<file path="src/rtl/trig_slice_pkg.sv">
package trig_slice_pkg;
  localparam int unsigned SLICE_CH_DEF = 16;
  localparam int unsigned RB_BYTE_W    = 8;

  // bits needed to index n items (never less than one)
  function automatic int unsigned idx_w(input int unsigned n);
    int unsigned w;
    w = 1;
    while ((1 << w) < n) w++;
    return w;
  endfunction
endpackage

</file>
<file path="src/rtl/tws_cfg_chain.sv">
module tws_cfg_chain #(
  parameter int unsigned CH = 16
) (
  input  logic          clk,
  input  logic          rst_n,
  input  logic          shift_en,
  input  logic          sdi,
  input  logic          load,
  output logic [CH-1:0] inv_o,
  output logic [CH-1:0] care_n_o
);
  localparam int unsigned CHAIN_W = 2 * CH;

  logic [CHAIN_W-1:0] chain_q;

  // serial chain: first bit in ends at the top (polarity MSB)
  always_ff @(posedge clk) begin
    if (!rst_n) begin
      chain_q <= {{CH{1'b0}}, {CH{1'b1}}};
    end else if (shift_en) begin
      chain_q <= {chain_q[CHAIN_W-2:0], sdi};
    end
  end

  // shadow copy takes pre-shift contents
  always_ff @(posedge clk) begin
    if (!rst_n) begin
      inv_o    <= '0;
      care_n_o <= '1;
    end else if (load) begin
      inv_o    <= chain_q[CHAIN_W-1:CH];
      care_n_o <= chain_q[CH-1:0];
    end
  end
endmodule

</file>
<file path="src/rtl/tws_qualify.sv">
module tws_qualify #(
  parameter int unsigned CH = 16
) (
  input  logic [CH-1:0] data_i,
  input  logic [CH-1:0] inv_i,
  input  logic [CH-1:0] care_n_i,
  output logic          hit_o
);
  logic [CH-1:0] lane_ok;

  for (genvar g = 0; g < CH; g++) begin : g_lane
    logic pol_ok;
    assign pol_ok     = ~(data_i[g] ~^ inv_i[g]);
    assign lane_ok[g] = pol_ok | care_n_i[g];
  end

  assign hit_o = &lane_ok;
endmodule

</file>
<file path="src/rtl/tws_byte_mux.sv">
module tws_byte_mux #(
  parameter int unsigned WORD_W = 16,
  parameter int unsigned BYTE_W = 8,
  parameter int unsigned SEL_W  = 1
) (
  input  logic [WORD_W-1:0] word_i,
  input  logic [SEL_W-1:0]  sel_i,
  output logic [BYTE_W-1:0] byte_o
);
  localparam int unsigned LANES = WORD_W / BYTE_W;

  logic [BYTE_W-1:0] lane [LANES];

  for (genvar g = 0; g < LANES; g++) begin : g_lane
    assign lane[g] = word_i[g*BYTE_W +: BYTE_W];
  end

  always_comb begin
    byte_o = lane[0];
    for (int i = 1; i < LANES; i++) begin
      if (sel_i == SEL_W'(i)) byte_o = lane[i];
    end
  end
endmodule

</file>
<file path="src/rtl/trig_word_slice.sv">
module trig_word_slice
  import trig_slice_pkg::*;
#(
  parameter int unsigned CH     = SLICE_CH_DEF,
  parameter int unsigned BYTE_W = RB_BYTE_W,
  parameter int unsigned SEL_W  = idx_w(CH / BYTE_W)
) (
  input  logic              clk,
  input  logic              rst_n,
  input  logic              cfg_sdi,
  input  logic              cfg_shift,
  input  logic              cfg_load,
  input  logic              s_valid,
  output logic              s_ready,
  input  logic [CH-1:0]     s_data,
  output logic              q_valid,
  input  logic              q_ready,
  output logic              q_hit,
  input  logic [CH-1:0]     rd_word,
  input  logic [SEL_W-1:0]  rd_sel,
  output logic [BYTE_W-1:0] rd_byte
);
  logic [CH-1:0] inv_cfg;
  logic [CH-1:0] care_n_cfg;
  logic          hit_now;
  logic          take;

  tws_cfg_chain #(.CH(CH)) u_chain (
    .clk      (clk),
    .rst_n    (rst_n),
    .shift_en (cfg_shift),
    .sdi      (cfg_sdi),
    .load     (cfg_load),
    .inv_o    (inv_cfg),
    .care_n_o (care_n_cfg)
  );

  tws_qualify #(.CH(CH)) u_qual (
    .data_i   (s_data),
    .inv_i    (inv_cfg),
    .care_n_i (care_n_cfg),
    .hit_o    (hit_now)
  );

  tws_byte_mux #(.WORD_W(CH), .BYTE_W(BYTE_W), .SEL_W(SEL_W)) u_rb (
    .word_i (rd_word),
    .sel_i  (rd_sel),
    .byte_o (rd_byte)
  );

  assign s_ready = !q_valid || q_ready;
  assign take    = s_valid && s_ready;

  always_ff @(posedge clk) begin
    if (!rst_n) begin
      q_valid <= 1'b0;
      q_hit   <= 1'b0;
    end else if (take) begin
      q_valid <= 1'b1;
      q_hit   <= hit_now;
    end else if (q_ready) begin
      q_valid <= 1'b0;
    end
  end
endmodule

</file>
<file path="config.mk">
export PLATFORM = sky130hd
export DESIGN_NAME = trig_word_slice
export DESIGN_NICKNAME = d
export VERILOG_FILES = /design/src/rtl/trig_slice_pkg.sv /design/src/rtl/tws_cfg_chain.sv /design/src/rtl/tws_qualify.sv /design/src/rtl/tws_byte_mux.sv /design/src/rtl/trig_word_slice.sv
export SDC_FILE = /design/constraint.sdc
export NUM_CORES = 1
export LEC_CHECK = 0
export ABC_CLOCK_PERIOD_IN_PS = 1200
export BUFFER_PORTS_ARGS = -buffer_cell sky130_fd_sc_hd__buf_2
export CAP_MARGIN = 15
export CORE_MARGIN = 10
export CORE_UTILIZATION = 25
export DETAILED_ROUTE_END_ITERATION = 8
export GPL_TIMING_DRIVEN = 0
export PLACE_DENSITY = 0.41
export SETUP_SLACK_MARGIN = 0.4
export SLEW_MARGIN = 30
export SYNTH_ARGS = -nofsm -noshare
export SYNTH_HDL_FRONTEND = slang
export SYNTH_SLANG_ARGS = --single-unit
</file>
<file path="constraint.sdc">
create_clock -name clk -period 1.2 [get_ports clk]
set_input_delay 0.24 -clock clk [delete_from_list [all_inputs] [get_ports clk]]
set_output_delay 0.24 -clock clk [all_outputs]
set_load 0.03 [all_outputs]
</file>
==> key figures, run 1 <==
Run status
  – Outcome: finished with violations
  – Failing checks: setup timing

Yosys
  – Syn_nets: 291
  – Compound-cell area share of the yosys netlist: 0.0264
  – Largest area contributor in the netlist: dfxtp_1
  – Xor/xnor share of the synthesized area: 0.0518
  – Largest cells by area after synthesis: dfxtp_1 49%, mux2i_1 24%, nor2b_1 7.4%, xor2_1 5.2%, nand2_1 4.7%
  – Number of synthesized flops with an enable pin: 0
  – Yosys cell types: 18
  – Adder-Cell Fraction of Synth Area: 0
  – Post-synthesis sequential area ratio: 0.488
  – Yosys reg bits: 66
  – Post-synthesis mux area share: 0.270
  – Most used DFF post-synth: dfxtp_1
  – Syn avg cell area: 10.8 µm²
  – Top post-synthesis cells by count: 66 x dfxtp_1, 64 x mux2i_1, 34 x nand2_1
  – Synth warnings: 0
  – Post-synthesis instance total: 251
  – Top-count cell post-synth: dfxtp_1
  – Async SR Flop Fraction: 0
  – Cell area after synthesis: 2710 µm²
  – Yosys top cell area share: 0.488
  – Largest family of logic cells by synthesized area: multiplexers
  – Post-Synth Simple-Gate Area: 0.132

Pwr
  – Power Density: 1390 nW/µm²
  – Switching Share: 0.219
  – Clock Power Share: 0.460
  – Peak VDD IR: 0.000467 V
  – Combinational power share: 0.102
  – Pleak: 1.61 nW
  – P_sw: 0.00111 W
  – Total power: 0.00508 W
  – Seq pwr share: 0.439
  – Int Power: 0.00397 W

Cells and area
  – Share of post-route cells with drive strength above 1: 0.324
  – Layout area overhead: 34.5%
  – Multi-input gate area: 1390 µm²
  – Fin nets: 350
  – Ant diodes: 0
  – Fillers: 1066
  – FF/Latch Area: 1330 µm²

Clock network
  – CTS tree: yes
  – Worst-skew pair later-pin latency: 340 ps
  – H-tree levels: 3
  – CTS sink count: 66
  – Hold buffers post-CTS: 0
  – Root Buffer: clkbuf_8
  – CTS max path bufs: 2
  – CTS buffer count: 9
  – Worst-path clk slew: 80 ps

Timing
  – Unrepaired setup endpoints after global routing: yes
  – Slew @ Worst Pin: 472 ps
  – Slew margin rel.: 0.686
  – Final setup viols: 1
  – Setup TNS: -6.84 ps
  – Final Max Slew Viols: 0
  – Max Clock Freq: 0.829 GHz
  – Crit path setup slack, layout: -6.84 ps
  – Fin. Hold Viols: 0
  – Final Critical Period: 1210 ps
  – Worst hold margin: 118 ps
  – Setup Skew: 6.09 ps
  – Tcrit/Tclk final: 1.01

Global routing
  – Largest net degree at the start of global routing: 12
  – Vias in the first global route: 2051
  – All-layer global routing usage: 0.0932
  – First-pass GRT wire length: 11000 µm
  – Total grt overflow: 0
  – Antenna violations before repair: 0

Floorplan
  – Die width: 124 µm
  – Core ar.: 10400 µm²
  – Initial Utilization: 0.260
  – # rows: 37
  – Ports: 51
  – Die Y: 124 µm
  – Die area: 15400 µm²

Routing
  – Vias per cell: 4.14
  – WL final: 6670 µm
  – DR pass1 iterations: 4
  – Iter 0 DRT Violations: 55
  – DRC: 0
  – Via count: 1869
  – Final ANT Viol Nets: 0
  – DR WL/cell: 14.8 µm

Worst setup path
  – RR Startpoint: u_chain.inv_o[7]
  – Highest fanout seen on the critical path: 2
  – Req. time, crit path: 1480 ps
  – Crit start category: flop
  – Crit Path Category: reg2reg
  – Critical Path AT: 1490 ps
  – Worst Setup SP: u_chain.inv_o[7]
  – Endpoint type of the worst setup path: flop

Min path
  – Hold path start: cfg_sdi
  – Worst Hold Class: in2reg

Place
  – Sum of net half-perimeters after detailed placement: 4940 µm
  – PortBufs: 47
  – Gp weighted congestion: 0.711

Flow run
  – Maximum Capacitance Violations: 0
## per-stage QoR
step	instances	area (µm²)	utilization	setup WS, ps
after floorplan	251	2850	-	170
after global placement	434	3250	0.312	-159
after detailed placement	434	3250	0.312	-138
after CTS	451	3630	0.349	-27.5
after global routing	451	3640	0.349	-171
final	451	3640	0.349	-6.84
## logic make-up after synthesis
family | count (synthesis)
buf+inv | 17
compound gates | 10
flops | 66
simple gates | 70
mux | 72
xor+xnor | 16
## final timing paths
path | depth (start not counted) | to | slack (ps)
hold / removal | 3 | u_chain.chain_q[0] | 120
hold reg to reg | 2 | u_chain.care_n_o[7] | 480
setup / recovery | 5 | q_hit | -7
setup reg to reg | 5 | q_hit | -7
## state kept, by name, indices dropped and copies added (netlist names)
name	count
u_chain.chain_q	32
u_chain.care_n_o	16
u_chain.inv_o	16
q_hit	1
q_valid	1
## cells in the final DEF (no fill, tap or decap), drive strengths merged, types with 2 or more instances in the layout
cell     count
clkinv       2
mux2i       64
clkbuf      14
nor2b       32
nand2       34
mux2         8
dfxtp       66
xor2        16
o2111ai      2
bufinv       3
o22ai        6
buf         61
## power groups by stage
stage          Clock, W  Sequential [W]  Combinational [W]
6_report        0.00233         0.00223           0.000515
5_1_grt         0.00248         0.00223           0.000556
4_1_cts         0.00242         0.00223           0.000526
3_5_place_dp          0         0.00228           0.000477
3_3_place_gp          0         0.00228           0.000475
2_1_floorplan         0         0.00228           0.000314
## metal layers
| metal | vias up | GRT usage | share of wire |
|---|---|---|---|
| li1 | 955 | - | - |
| met1 | 863 | 0.117 | 0.49 |
| met2 | 41 | 0.143 | 0.45 |
| met3 | 10 | 0.0231 | 0.039 |
| met4 | 0 | 0.0540 | 0.021 |
| met5 | - | 0 | 0 |
## worst max-delay path, stage by stage, from the launching register on
cell       delay [ps]
dfxtp_2           340
xor2_1            150
o22ai_1           120
nor4_2            320
o2111ai_1         150
nand2_1            70
## timing repair
action | in CTS | in global routing
hold endpoints to repair | 0 | 0
endpoints found under the setup margin | 22 | 20
buffers inserted | 1 | 0
resized for setup | 33 | 5
pin swaps | 4 | 0
## final cells by class
type                       instances  share of cell area
sequential                        66               0.366
tap                              136              0.0468
clock inverter                     5              0.0275
timing repair buffer              48              0.0856
multi-input combinational        168               0.381
clock buffer                      11              0.0416
buffer                            16              0.0502
inverter                           1             0.00103
No activity file was read; power rests on OpenSTA's default activity.
==> run 2: changes to the inputs <==
Settings changed: ABC_CLOCK_PERIOD_IN_PS 1200 to 1100, CORE_MARGIN 10 to not set, PLACE_DENSITY 0.41 to 0.43.
Clock period 1.2 ns to 1.1 ns, I/O delays scaled along.
==> key figures, run 2 (same netlist as run 1, synthesis figures left out) <==
Cells and area
  – Most frequent cells in the layout: 64 x mux2i_1, 44 x dfxtp_1, 36 x buf_2 (was 64 x mux2i_1, 59 x dfxtp_1, 40 x buf_2)
  – Ant diodes: 0 (unchanged)
  – Commonest non-fill, non-tap cell in the layout: mux2i_1 (unchanged)
  – Share of post-route cells with drive strength above 1: 0.378 (was 0.324)
  – Largest registers: u_chain.chain_q (32), u_chain.care_n_o (16), u_chain.inv_o (16) (unchanged)
  – Fin nets: 350 (unchanged)
  – Fillers: 1071 (was 1066)
  – Final core utilization: 0.352 (was 0.349)
  – Largest register FFs: 32 (unchanged)
  – Layout area overhead: 35.4% (was 34.5%)
  – Top reg by flops: u_chain.chain_q (unchanged)

Worst setup path
  – Highest fanout seen on the critical path: 2 (unchanged)
  – Critical Path AT: 1530 ps (was 1490 ps)
  – Worst R2R Path Depth: 5 (unchanged)
  – Crit start category: flop (unchanged)
  – Req. time, crit path: 1380 ps (was 1480 ps)
  – Crit Path Category: reg2reg (unchanged)
  – Endpoint type of the worst setup path: flop (unchanged)

Global routing
  – All-layer global routing usage: 0.120 (was 0.0932)
  – GR Util met2: 0.180 (was 0.143)
  – Largest net degree at the start of global routing: 13 (was 12)
  – Global route hottest layer: met2 (unchanged)
  – M3 GR Usage: 0.0282 (was 0.0231)
  – Total grt overflow: 0 (unchanged)
  – GR Util met1: 0.161 (was 0.117)
  – Antenna violations before repair: 0 (unchanged)
  – Vias in the first global route: 1906 (was 2051)
  – First-pass GRT wire length: 10000 µm (was 11000 µm)

Place
  – Sum of net half-perimeters after detailed placement: 4430 µm (was 4940 µm)
  – PortBufs: 47 (unchanged)
  – Gp weighted congestion: 0.706 (was 0.711)

Clock network
  – Hold buffers post-CTS: 0 (unchanged)
  – CTS buffer count: 9 (unchanged)
  – CTS sink count: 66 (unchanged)
  – Worst-skew pair later-pin latency: 340 ps (about the same)
  – H-tree levels: 3 (unchanged)
  – CTS tree: yes (unchanged)
  – Worst-path clk slew: 70 ps (was 80 ps)
  – CTS max path bufs: 2 (unchanged)
  – Root Buffer: clkbuf_8 (unchanged)

Routing
  – Via count: 1868 (was 1869)
  – DR pass1 iterations: 4 (unchanged)
  – DRC: 0 (unchanged)
  – WL final: 6080 µm (was 6670 µm)
  – Final ANT Viol Nets: 0 (unchanged)
  – Iter 0 DRT Violations: 48 (was 55)
  – Vias per cell: 4.14 (about the same)
  – DR WL/cell: 13.5 µm (was 14.8 µm)

Floorplan
  – Core ar.: 10400 µm² (unchanged)
  – Ports: 51 (unchanged)
  – Die Y: 106 µm (was 124 µm)
  – Die area: 11200 µm² (was 15400 µm²)
  – Die width: 106 µm (was 124 µm)
  – Initial Utilization: 0.260 (unchanged)
  – # rows: 37 (unchanged)

Run status
  – Failing checks: setup timing (unchanged)
  – Outcome: finished with violations (unchanged)

Timing
  – Final Max Slew Viols: 0 (unchanged)
  – Setup Skew: 7.06 ps (was 6.09 ps)
  – Fin. Hold Viols: 0 (unchanged)
  – Max Clock Freq: 0.803 GHz (was 0.829 GHz)
  – Final Critical Period: 1250 ps (was 1210 ps)
  – Slew margin rel.: 0.716 (was 0.686)
  – Slew @ Worst Pin: 426 ps (was 472 ps)
  – Final setup viols: 2 (was 1)
  – Worst hold margin: 107 ps (was 118 ps)
  – Unrepaired setup endpoints after global routing: yes (unchanged)
  – Crit path setup slack, layout: -146 ps (was -6.84 ps)
  – Tcrit/Tclk final: 1.13 (was 1.01)

Pwr
  – Switching Share: 0.238 (was 0.219)
  – Combinational power share: 0.107 (was 0.102)
  – Peak VDD IR: 0.000638 V (was 0.000467 V)
  – Pleak: 1.61 nW (about the same)
  – Power Density: 1450 nW/µm² (was 1390 nW/µm²)
  – Total power: 0.00532 W (was 0.00508 W)
  – Clock Power Share: 0.436 (was 0.460)
  – Seq pwr share: 0.457 (was 0.439)
  – Int Power: 0.00405 W (was 0.00397 W)
  – P_sw: 0.00126 W (was 0.00111 W)

Min path
  – Worst Hold Class: in2reg (unchanged)
  – Hold Path Depth: 3 (unchanged)

Flow run
  – Maximum Capacitance Violations: 0 (unchanged)
[run 2: cell count changes in the layout (fill, tap and decap cells not counted), sizes merged]
cell | previous run | this run
clkbuf | 14 | 16
clkinvlp | 0 | 1
clkinv | 2 | 1
inv | 1 | 3
bufinv | 3 | 2
buf | 61 | 58
[run 2: power by group through the flow]
stage | Combinational [W] | Sequential [W] | Clock [W]
3_5_place_dp | 0.000528 | 0.00248 | 0
5_1_grt | 0.000608 | 0.00243 | 0.00251
2_1_floorplan | 0.000349 | 0.00249 | 0
6_report | 0.000571 | 0.00243 | 0.00232
3_3_place_gp | 0.000526 | 0.00248 | 0
4_1_cts | 0.000582 | 0.00243 | 0.00240
[run 2: path summary, 6_finish.rpt]
path / startpoint / end / slack [ps]
worst max-delay path: u_chain.inv_o[6] / q_hit / -150
worst max register to register: u_chain.inv_o[6] / q_hit / -150
worst min-delay path: cfg_sdi / u_chain.chain_q[0] / 110
worst min register to register: u_chain.care_n_o[9] / u_chain.care_n_o[9] / 480
[run 2: layout make-up]
| cell class | instances | area (µm²) | area share |
|---|---|---|---|
| Timing Repair Buffer | 48 | 312 | 0.0850 |
| Buffer | 16 | 199 | 0.0543 |
| Tap cell | 136 | 170 | 0.0464 |
| Sequential cell | 66 | 1350 | 0.369 |
| Inverter | 1 | 3.75 | 0.00102 |
| Multi-Input combinational cell | 168 | 1400 | 0.383 |
| Clock buffer | 10 | 138 | 0.0376 |
| Clock inverter | 6 | 87.6 | 0.0239 |
[run 2: stage by stage]
step | setup WS, ps | instance area (µm²) | instances | setup TNS, ps
after global routing | -226 | 3660 | 451 | -299
final | -146 | 3660 | 451 | -161
after detailed placement | -243 | 3270 | 434 | -243
after floorplan | 70.2 | 2870 | 251 | 0
after global placement | -252 | 3270 | 434 | -252
after CTS | -168 | 3630 | 451 | -205
[run 2: critical path, cell delays in order (launching register included)]
cell and delay [ps]:
dfxtp_2 370, xor2_4 190, o22ai_2 80, nor4_2 310, o2111ai_1 160, nand2_1 80
[run 2: per-layer routing]
metal / wire, µm / vias to the layer above
met3: 179 / 10
met5: 0 / -
li1: - / 961
met2: 2740 / 43
met4: 105 / 0
met1: 3060 / 854
[run 2: timing repair]
action	CTS	global route
buffers inserted	1	0
pin swaps	7	3
endpoints found under the setup margin	13	25
resized for setup	34	17
